`config.mk`:
```
export PLATFORM = sky130hd
export DESIGN_NAME = rst_cause_ctrl
export DESIGN_NICKNAME = d
export VERILOG_FILES = /design/src/rtl/rcc_pkg.sv /design/src/rtl/rcc_ctrl.sv /design/src/rtl/rcc_dp.sv /design/src/rtl/rst_cause_ctrl.sv
export SDC_FILE = /design/constraint.sdc
export NUM_CORES = 1
export LEC_CHECK = 0
export CORE_ASPECT_RATIO = 2
export CORE_MARGIN = 2
export CORE_UTILIZATION = 36
export DETAILED_ROUTE_END_ITERATION = 12
export GPL_ROUTABILITY_DRIVEN = 0
export MAX_ROUTING_LAYER = met4
export PLACE_DENSITY = 0.81
export SLEW_MARGIN = 0
export SYNTH_ARGS = -nofsm -noshare
export SYNTH_HDL_FRONTEND = slang
export SYNTH_HIERARCHICAL = 1
export SYNTH_SLANG_ARGS = --single-unit
```
`constraint.sdc`:
```
create_clock -name clk -period 1.9 [get_ports clk]
set_input_delay 0.38 -clock clk [delete_from_list [all_inputs] [get_ports clk]]
set_output_delay 0.38 -clock clk [all_outputs]
set_load 0.02 [all_outputs]
```
`src/rtl/rcc_pkg.sv`:
```
package rcc_pkg;
  localparam int ADDR_W    = 12;
  localparam int NUM_CAUSE = 7;

  localparam logic [ADDR_W-1:0] OFF_CFG  = 12'h000;
  localparam logic [ADDR_W-1:0] OFF_POI  = 12'h004;
  localparam logic [ADDR_W-1:0] OFF_POR  = 12'h008;
  localparam logic [ADDR_W-1:0] OFF_STAT = 12'h00C;
  localparam logic [ADDR_W-1:0] OFF_CLR  = 12'h010;
  localparam logic [ADDR_W-1:0] OFF_TP   = 12'h014;
  localparam logic [ADDR_W-1:0] OFF_IE   = 12'h200;
  localparam logic [ADDR_W-1:0] OFF_IS   = 12'h204;
  localparam logic [ADDR_W-1:0] OFF_IC   = 12'h208;
  localparam logic [ADDR_W-1:0] OFF_ISET = 12'h20C;

  localparam logic [7:0] KEY_POI = 8'h1B;
  localparam logic [7:0] KEY_POR = 8'hD4;

  // cause bit positions, read by software
  localparam int ST_EXT = 0;
  localparam int ST_PON = 1;
  localparam int ST_BOR = 2;
  localparam int ST_SWR = 3;
  localparam int ST_POI = 4;
  localparam int ST_DBG = 5;
  localparam int ST_WDT = 6;

  typedef struct packed {
    logic cfgWr;
    logic clrStat;
    logic tpWr;
    logic ieWr;
    logic intClr;
    logic intSet;
    logic poiHit;
    logic porHit;
  } rcc_strobe_t;
endpackage

```
`src/rtl/rcc_ctrl.sv`:
```
module rcc_ctrl import rcc_pkg::*; #(
  parameter int PULSE_LEN = 16
) (
  input  logic                 clk,
  input  logic                 porIn,
  input  logic [ADDR_W-1:0]    busAddr,
  input  logic                 busWe,
  input  logic [7:0]           keyByte,
  input  logic [NUM_CAUSE-1:0] causeVec,
  output rcc_strobe_t          stb,
  output logic                 sysRst
);
  localparam int CNT_W = $clog2(PULSE_LEN + 1);

  logic [CNT_W-1:0] pulseCnt;

  // write decode into strobes for the datapath
  always_comb begin
    stb         = '0;
    stb.cfgWr   = busWe && (busAddr == OFF_CFG);
    stb.clrStat = busWe && (busAddr == OFF_CLR) && keyByte[0];
    stb.tpWr    = busWe && (busAddr == OFF_TP);
    stb.ieWr    = busWe && (busAddr == OFF_IE);
    stb.intClr  = busWe && (busAddr == OFF_IC) && keyByte[0];
    stb.intSet  = busWe && (busAddr == OFF_ISET) && keyByte[0];
    stb.poiHit  = busWe && (busAddr == OFF_POI) && (keyByte == KEY_POI);
    stb.porHit  = busWe && (busAddr == OFF_POR) && (keyByte == KEY_POR);
  end

  // fixed-length pulse; not retriggered while running
  always_ff @(posedge clk or posedge porIn) begin
    if (porIn) begin
      pulseCnt <= CNT_W'(PULSE_LEN);
    end else if (pulseCnt == '0) begin
      if (|causeVec) pulseCnt <= CNT_W'(PULSE_LEN);
    end else begin
      pulseCnt <= pulseCnt - CNT_W'(1);
    end
  end

  assign sysRst = (pulseCnt != '0);
endmodule

```
`src/rtl/rcc_dp.sv`:
```
module rcc_dp import rcc_pkg::*; #(
  parameter int DATA_W = 32
) (
  input  logic                 clk,
  input  logic                 porIn,
  input  rcc_strobe_t          stb,
  input  logic [1:0]           wrBits,
  input  logic [ADDR_W-1:0]    busAddr,
  input  logic                 extReq,
  input  logic                 borReq,
  input  logic                 wdtReq,
  input  logic                 dbgReq,
  input  logic                 sysReq,
  output logic [NUM_CAUSE-1:0] causeVec,
  output logic [NUM_CAUSE-1:0] statVec,
  output logic [1:0]           cfgVec,
  output logic                 intStat,
  output logic [DATA_W-1:0]    busRdata,
  output logic                 tpRst,
  output logic                 irqOut
);
  logic intEn;

  // accepted causes this cycle
  always_comb begin
    causeVec         = '0;
    causeVec[ST_EXT] = extReq;
    causeVec[ST_BOR] = borReq && cfgVec[0];
    causeVec[ST_SWR] = sysReq || stb.porHit;
    causeVec[ST_POI] = stb.poiHit;
    causeVec[ST_DBG] = dbgReq;
    causeVec[ST_WDT] = wdtReq && cfgVec[1];
  end

  // sticky cause bits, power-on domain only
  for (genvar i = 0; i < NUM_CAUSE; i++) begin : g_cause
    always_ff @(posedge clk or posedge porIn) begin
      if (porIn)              statVec[i] <= 1'(i == ST_PON);
      else if (stb.clrStat)   statVec[i] <= causeVec[i];
      else if (causeVec[i])   statVec[i] <= 1'b1;
    end
  end

  always_ff @(posedge clk or posedge porIn) begin
    if (porIn) begin
      cfgVec  <= '0;
      tpRst   <= 1'b0;
      intEn   <= 1'b0;
      intStat <= 1'b0;
    end else begin
      if (stb.cfgWr) cfgVec <= wrBits;
      if (stb.tpWr)  tpRst  <= wrBits[0];
      if (stb.ieWr)  intEn  <= wrBits[0];
      if (borReq || stb.intSet) intStat <= 1'b1;
      else if (stb.intClr)      intStat <= 1'b0;
    end
  end

  assign irqOut = intStat && intEn;

  always_comb begin
    busRdata = '0;
    case (busAddr)
      OFF_CFG:  busRdata[1:0]           = cfgVec;
      OFF_STAT: busRdata[NUM_CAUSE-1:0] = statVec;
      OFF_TP:   busRdata[0]             = tpRst;
      OFF_IE:   busRdata[0]             = intEn;
      OFF_IS:   busRdata[0]             = intStat;
      default:  busRdata                = '0;
    endcase
  end
endmodule

```
`src/rtl/rst_cause_ctrl.sv`:
```
module rst_cause_ctrl import rcc_pkg::*; #(
  parameter int DATA_W    = 32,
  parameter int PULSE_LEN = 16
) (
  input  logic              clk,
  input  logic              porIn,
  input  logic              extReq,
  input  logic              borReq,
  input  logic              wdtReq,
  input  logic              dbgReq,
  input  logic              sysReq,
  input  logic [ADDR_W-1:0] busAddr,
  input  logic              busWe,
  input  logic [DATA_W-1:0] busWdata,
  output logic [DATA_W-1:0] busRdata,
  output logic              sysRst,
  output logic              tpRst,
  output logic              irqOut
);
  rcc_strobe_t          stb;
  logic [NUM_CAUSE-1:0] causeVec;
  logic [NUM_CAUSE-1:0] statVec;
  logic [1:0]           cfgVec;
  logic                 intStat;
  logic                 unusedWdata;

  assign unusedWdata = ^busWdata[DATA_W-1:8];

  rcc_ctrl #(.PULSE_LEN(PULSE_LEN)) ctrl_i (
    .clk(clk), .porIn(porIn), .busAddr(busAddr), .busWe(busWe),
    .keyByte(busWdata[7:0]), .causeVec(causeVec), .stb(stb), .sysRst(sysRst)
  );

  rcc_dp #(.DATA_W(DATA_W)) dp_i (
    .clk(clk), .porIn(porIn), .stb(stb), .wrBits(busWdata[1:0]),
    .busAddr(busAddr), .extReq(extReq), .borReq(borReq), .wdtReq(wdtReq),
    .dbgReq(dbgReq), .sysReq(sysReq), .causeVec(causeVec), .statVec(statVec),
    .cfgVec(cfgVec), .intStat(intStat), .busRdata(busRdata), .tpRst(tpRst),
    .irqOut(irqOut)
  );
endmodule

```
==> impl_metrics.json <==
{
  "rows": 30,
  "fin_area_um2": 1970,
  "coreArea_um2": 3420,
  "critPathBufInv": 3,
  "area_growth_pct": 53.0,
  "viasPerCell": 4.50,
  "violations": "negative setup slack",
  "die_y_um": 88.6,
  "finalWorstSetupSlack_ps": -144,
  "cts.path.max_buffers": 2,
  "skew_ps": 1.29,
  "grt_use_total": 0.178,
  "clkTransAtPathRegs_ps": 70,
  "routed_wl_mm": 3.19,
  "synth-main-ff-cell": "dfrtp_1",
  "wl_per_cell_um": 12.7,
  "netlist_area_um2": 1290,
  "synth_top_cell_area_share": 0.291,
  "diodes": 0,
  "setup_tns_ps": -976,
  "synthArstFlopShare": 1.00,
  "utilization": 0.577,
  "dpl.hpwl_mm": 2.62,
  "synthTopCellsByArea": "dfrtp_1 29%, buf_4 17%, a21o_1 4.1%, dfstp_2 4.1%, and2_1 3.9%",
  "critPathLaunchType": "input pin",
  "cap_violations": 0,
  "min_period_ps": 2040,
  "die_x_um": 46.3,
  "cts_buffers": 3,
  "endpoint_kind": "output port",
  "initial_core_util": 0.377,
  "crit_path_top_delay_cell": "or4_4",
  "worstPathRequired_ps": 1520,
  "final_cell_mix": "26 x conb_1, 25 x buf_4, 17 x clkdlybuf4s50_1, 15 x dfrtp_1",
  "crit_fanout": 2,
  "critPathTopFamily": "simple AND/OR/NAND/NOR gates",
  "remaining_drc_errors": 0,
  "portBuffers": 37,
  "maxSlewViolCount": 0,
  "synth_cell_types": 42,
  "cpPeakStageDelay_ps": 560,
  "period_share": 1.08,
  "ys_seq_area_frac": 0.332,
  "crit_chain": "buf_6, or4_4, buf_6, nor4_4, nor3b_2, buf_4",
  "synth_edf_count": 0,
  "r2r_setup_slack_ps": 550,
  "fill_cells": 295,
  "clk_latency_ps": 240,
  "crit_path_frequent_cell": "buf_6",
  "hp-class": "in -> async",
  "hold_ws_ps": 379,
  "finalHoldViolCount": 0,
  "cts-root-buf": "clkbuf_8",
  "io_pins": 87,
  "p_leak_uw": 0.000926,
  "setup_viol": 7,
  "drt-initial-drc-count": 8,
  "grt_max_degree": 13,
  "tritoncts": "yes",
  "vias": 1134,
  "cp.arrival_ps": 1660,
  "synth.avg_cell_area_um2": 9.27,
  "yosys.area.top_type": "dfrtp_1",
  "critPathKind": "in -> out",
  "grt_pass1_vias": 1202,
  "drtPass1Iterations": 2,
  "synthCells": 139,
  "grt-ovfl-total": 0,
  "rsz0062_at_grt": "yes",
  "grt_pass1_wl_mm": 5.33,
  "placed_area_um2": 1800,
  "ys_ff_latch": 17,
  "peakVddDrop_v": 0.000485,
  "layout-drive-gt1-share": 0.358,
  "nNetsFinal": 258,
  "yosys_warnings": 6,
  "clock.fmax_mhz": 489,
  "antenna_left": 0,
  "cts.sinks": 17,
  "htreeDepth": 1,
  "power.density_nw_per_um2": 597,
  "status": "finished, violations left",
  "total_power_uw": 1180,
  "die_area_um2": 4100,
  "antenna_found_initial": 0,
  "final_common_cell": "conb_1"
}
==> cells by family after synthesis <==
group | synth area share
compound gates | 0.0816
xor+xnor | 0.0136
fa+ha+maj | 0.00971
buf+inv | 0.189
flops | 0.332
mux | 0.0427
other cells | 0.00291
simple gates | 0.328
==> worst register-to-register path: cells and delay by family (launching register included) <==
family,cells,cell delay [ps]
simple gates,3,710
flops,1,390
compound gates,1,180
==> sequential cells by signal, indices dropped and copies added, names as in the netlist <==
signal and flops:
dp_i/intEn 1, ctrl_i/pulseCnt 5, dp_i/intStat 1, dp_i/tpRst 1
dp_i/cfgVec 2, dp_i/statVec 7
==> final cells by class <==
cell class | instances | area [µm²] | area share
clock buffers | 3 | 41.3 | 0.0209
clock inverters | 1 | 5.00 | 0.00254
inverters | 7 | 26.3 | 0.0133
multi-input cells | 111 | 821 | 0.416
well taps | 48 | 60.1 | 0.0305
flip-flops and latches | 17 | 428 | 0.217
repair buffers | 65 | 591 | 0.299
==> layer usage <==
| layer | routed length (µm) | track usage | vias to the layer above |
|---|---|---|---|
| li1 | - | - | 557 |
| met1 | 1130 | 0.184 | 528 |
| met2 | 1900 | 0.340 | 47 |
| met3 | 137 | 0.0204 | 2 |
| met4 | 27 | 0.0338 | 0 |
| met5 | 0 | - | - |
==> where the power goes <==
part / leakage (µW) / switching [µW] / internal, µW / total (µW)
Sequential: 0.000201 / 62.9 / 431 / 494
Combinational: 0.000700 / 204 / 216 / 420
Clock: 0.0000255 / 118 / 145 / 263
==> cell usage after synthesis, types with 3 or more instances <==
cell type,number
and2_1,8
nor4_2,3
nor2_1,12
inv_1,7
nor3_1,6
nand2_1,8
nand4_1,3
dfrtp_1,15
buf_4,29
a21o_1,7
mux2_2,4
==> final timing paths <==
| check | endpoint | cells after the start | from |
|---|---|---|---|
| worst max-delay path | busRdata[1] | 6 | busAddr[7] |
| min in group clk | dp_i/statVec[2]$_DFFE_PP0P_ | 1 | dp_i/statVec[2]$_DFFE_PP0P_ |
| worst min register to register | dp_i/statVec[2]$_DFFE_PP0P_ | 1 | dp_i/statVec[2]$_DFFE_PP0P_ |
| worst max register to register | ctrl_i/pulseCnt[4]$_DFFE_PP1P_ | 4 | dp_i/cfgVec[0]$_DFFE_PP0P_ |
| max in group asynchronous | dp_i/statVec[1]$_DFFE_PP1P_ | 2 | porIn |
| worst min-delay path | ctrl_i/pulseCnt[2]$_DFFE_PP0P_ | 2 | porIn |
==> repair_timing <==
| action | in CTS | in global routing |
|---|---|---|
| setup endpoints to repair | 20 | 11 |
| hold buffers | 0 | 0 |
| gates resized for setup | 79 | 13 |
| buffers inserted | 1 | 1 |
| gates cloned | 0 | 0 |
| pin swaps | 14 | 6 |
==> through the flow <==
| step | instances | setup WS [ps] |
|---|---|---|
| floorplan | 164 | 31.9 |
| finish | 252 | -144 |
| detailed placement | 246 | -1000 |
| CTS | 251 | -194 |
| global route | 252 | -186 |
| global placement | 246 | -996 |
No activity file was read; power rests on OpenSTA's default activity.
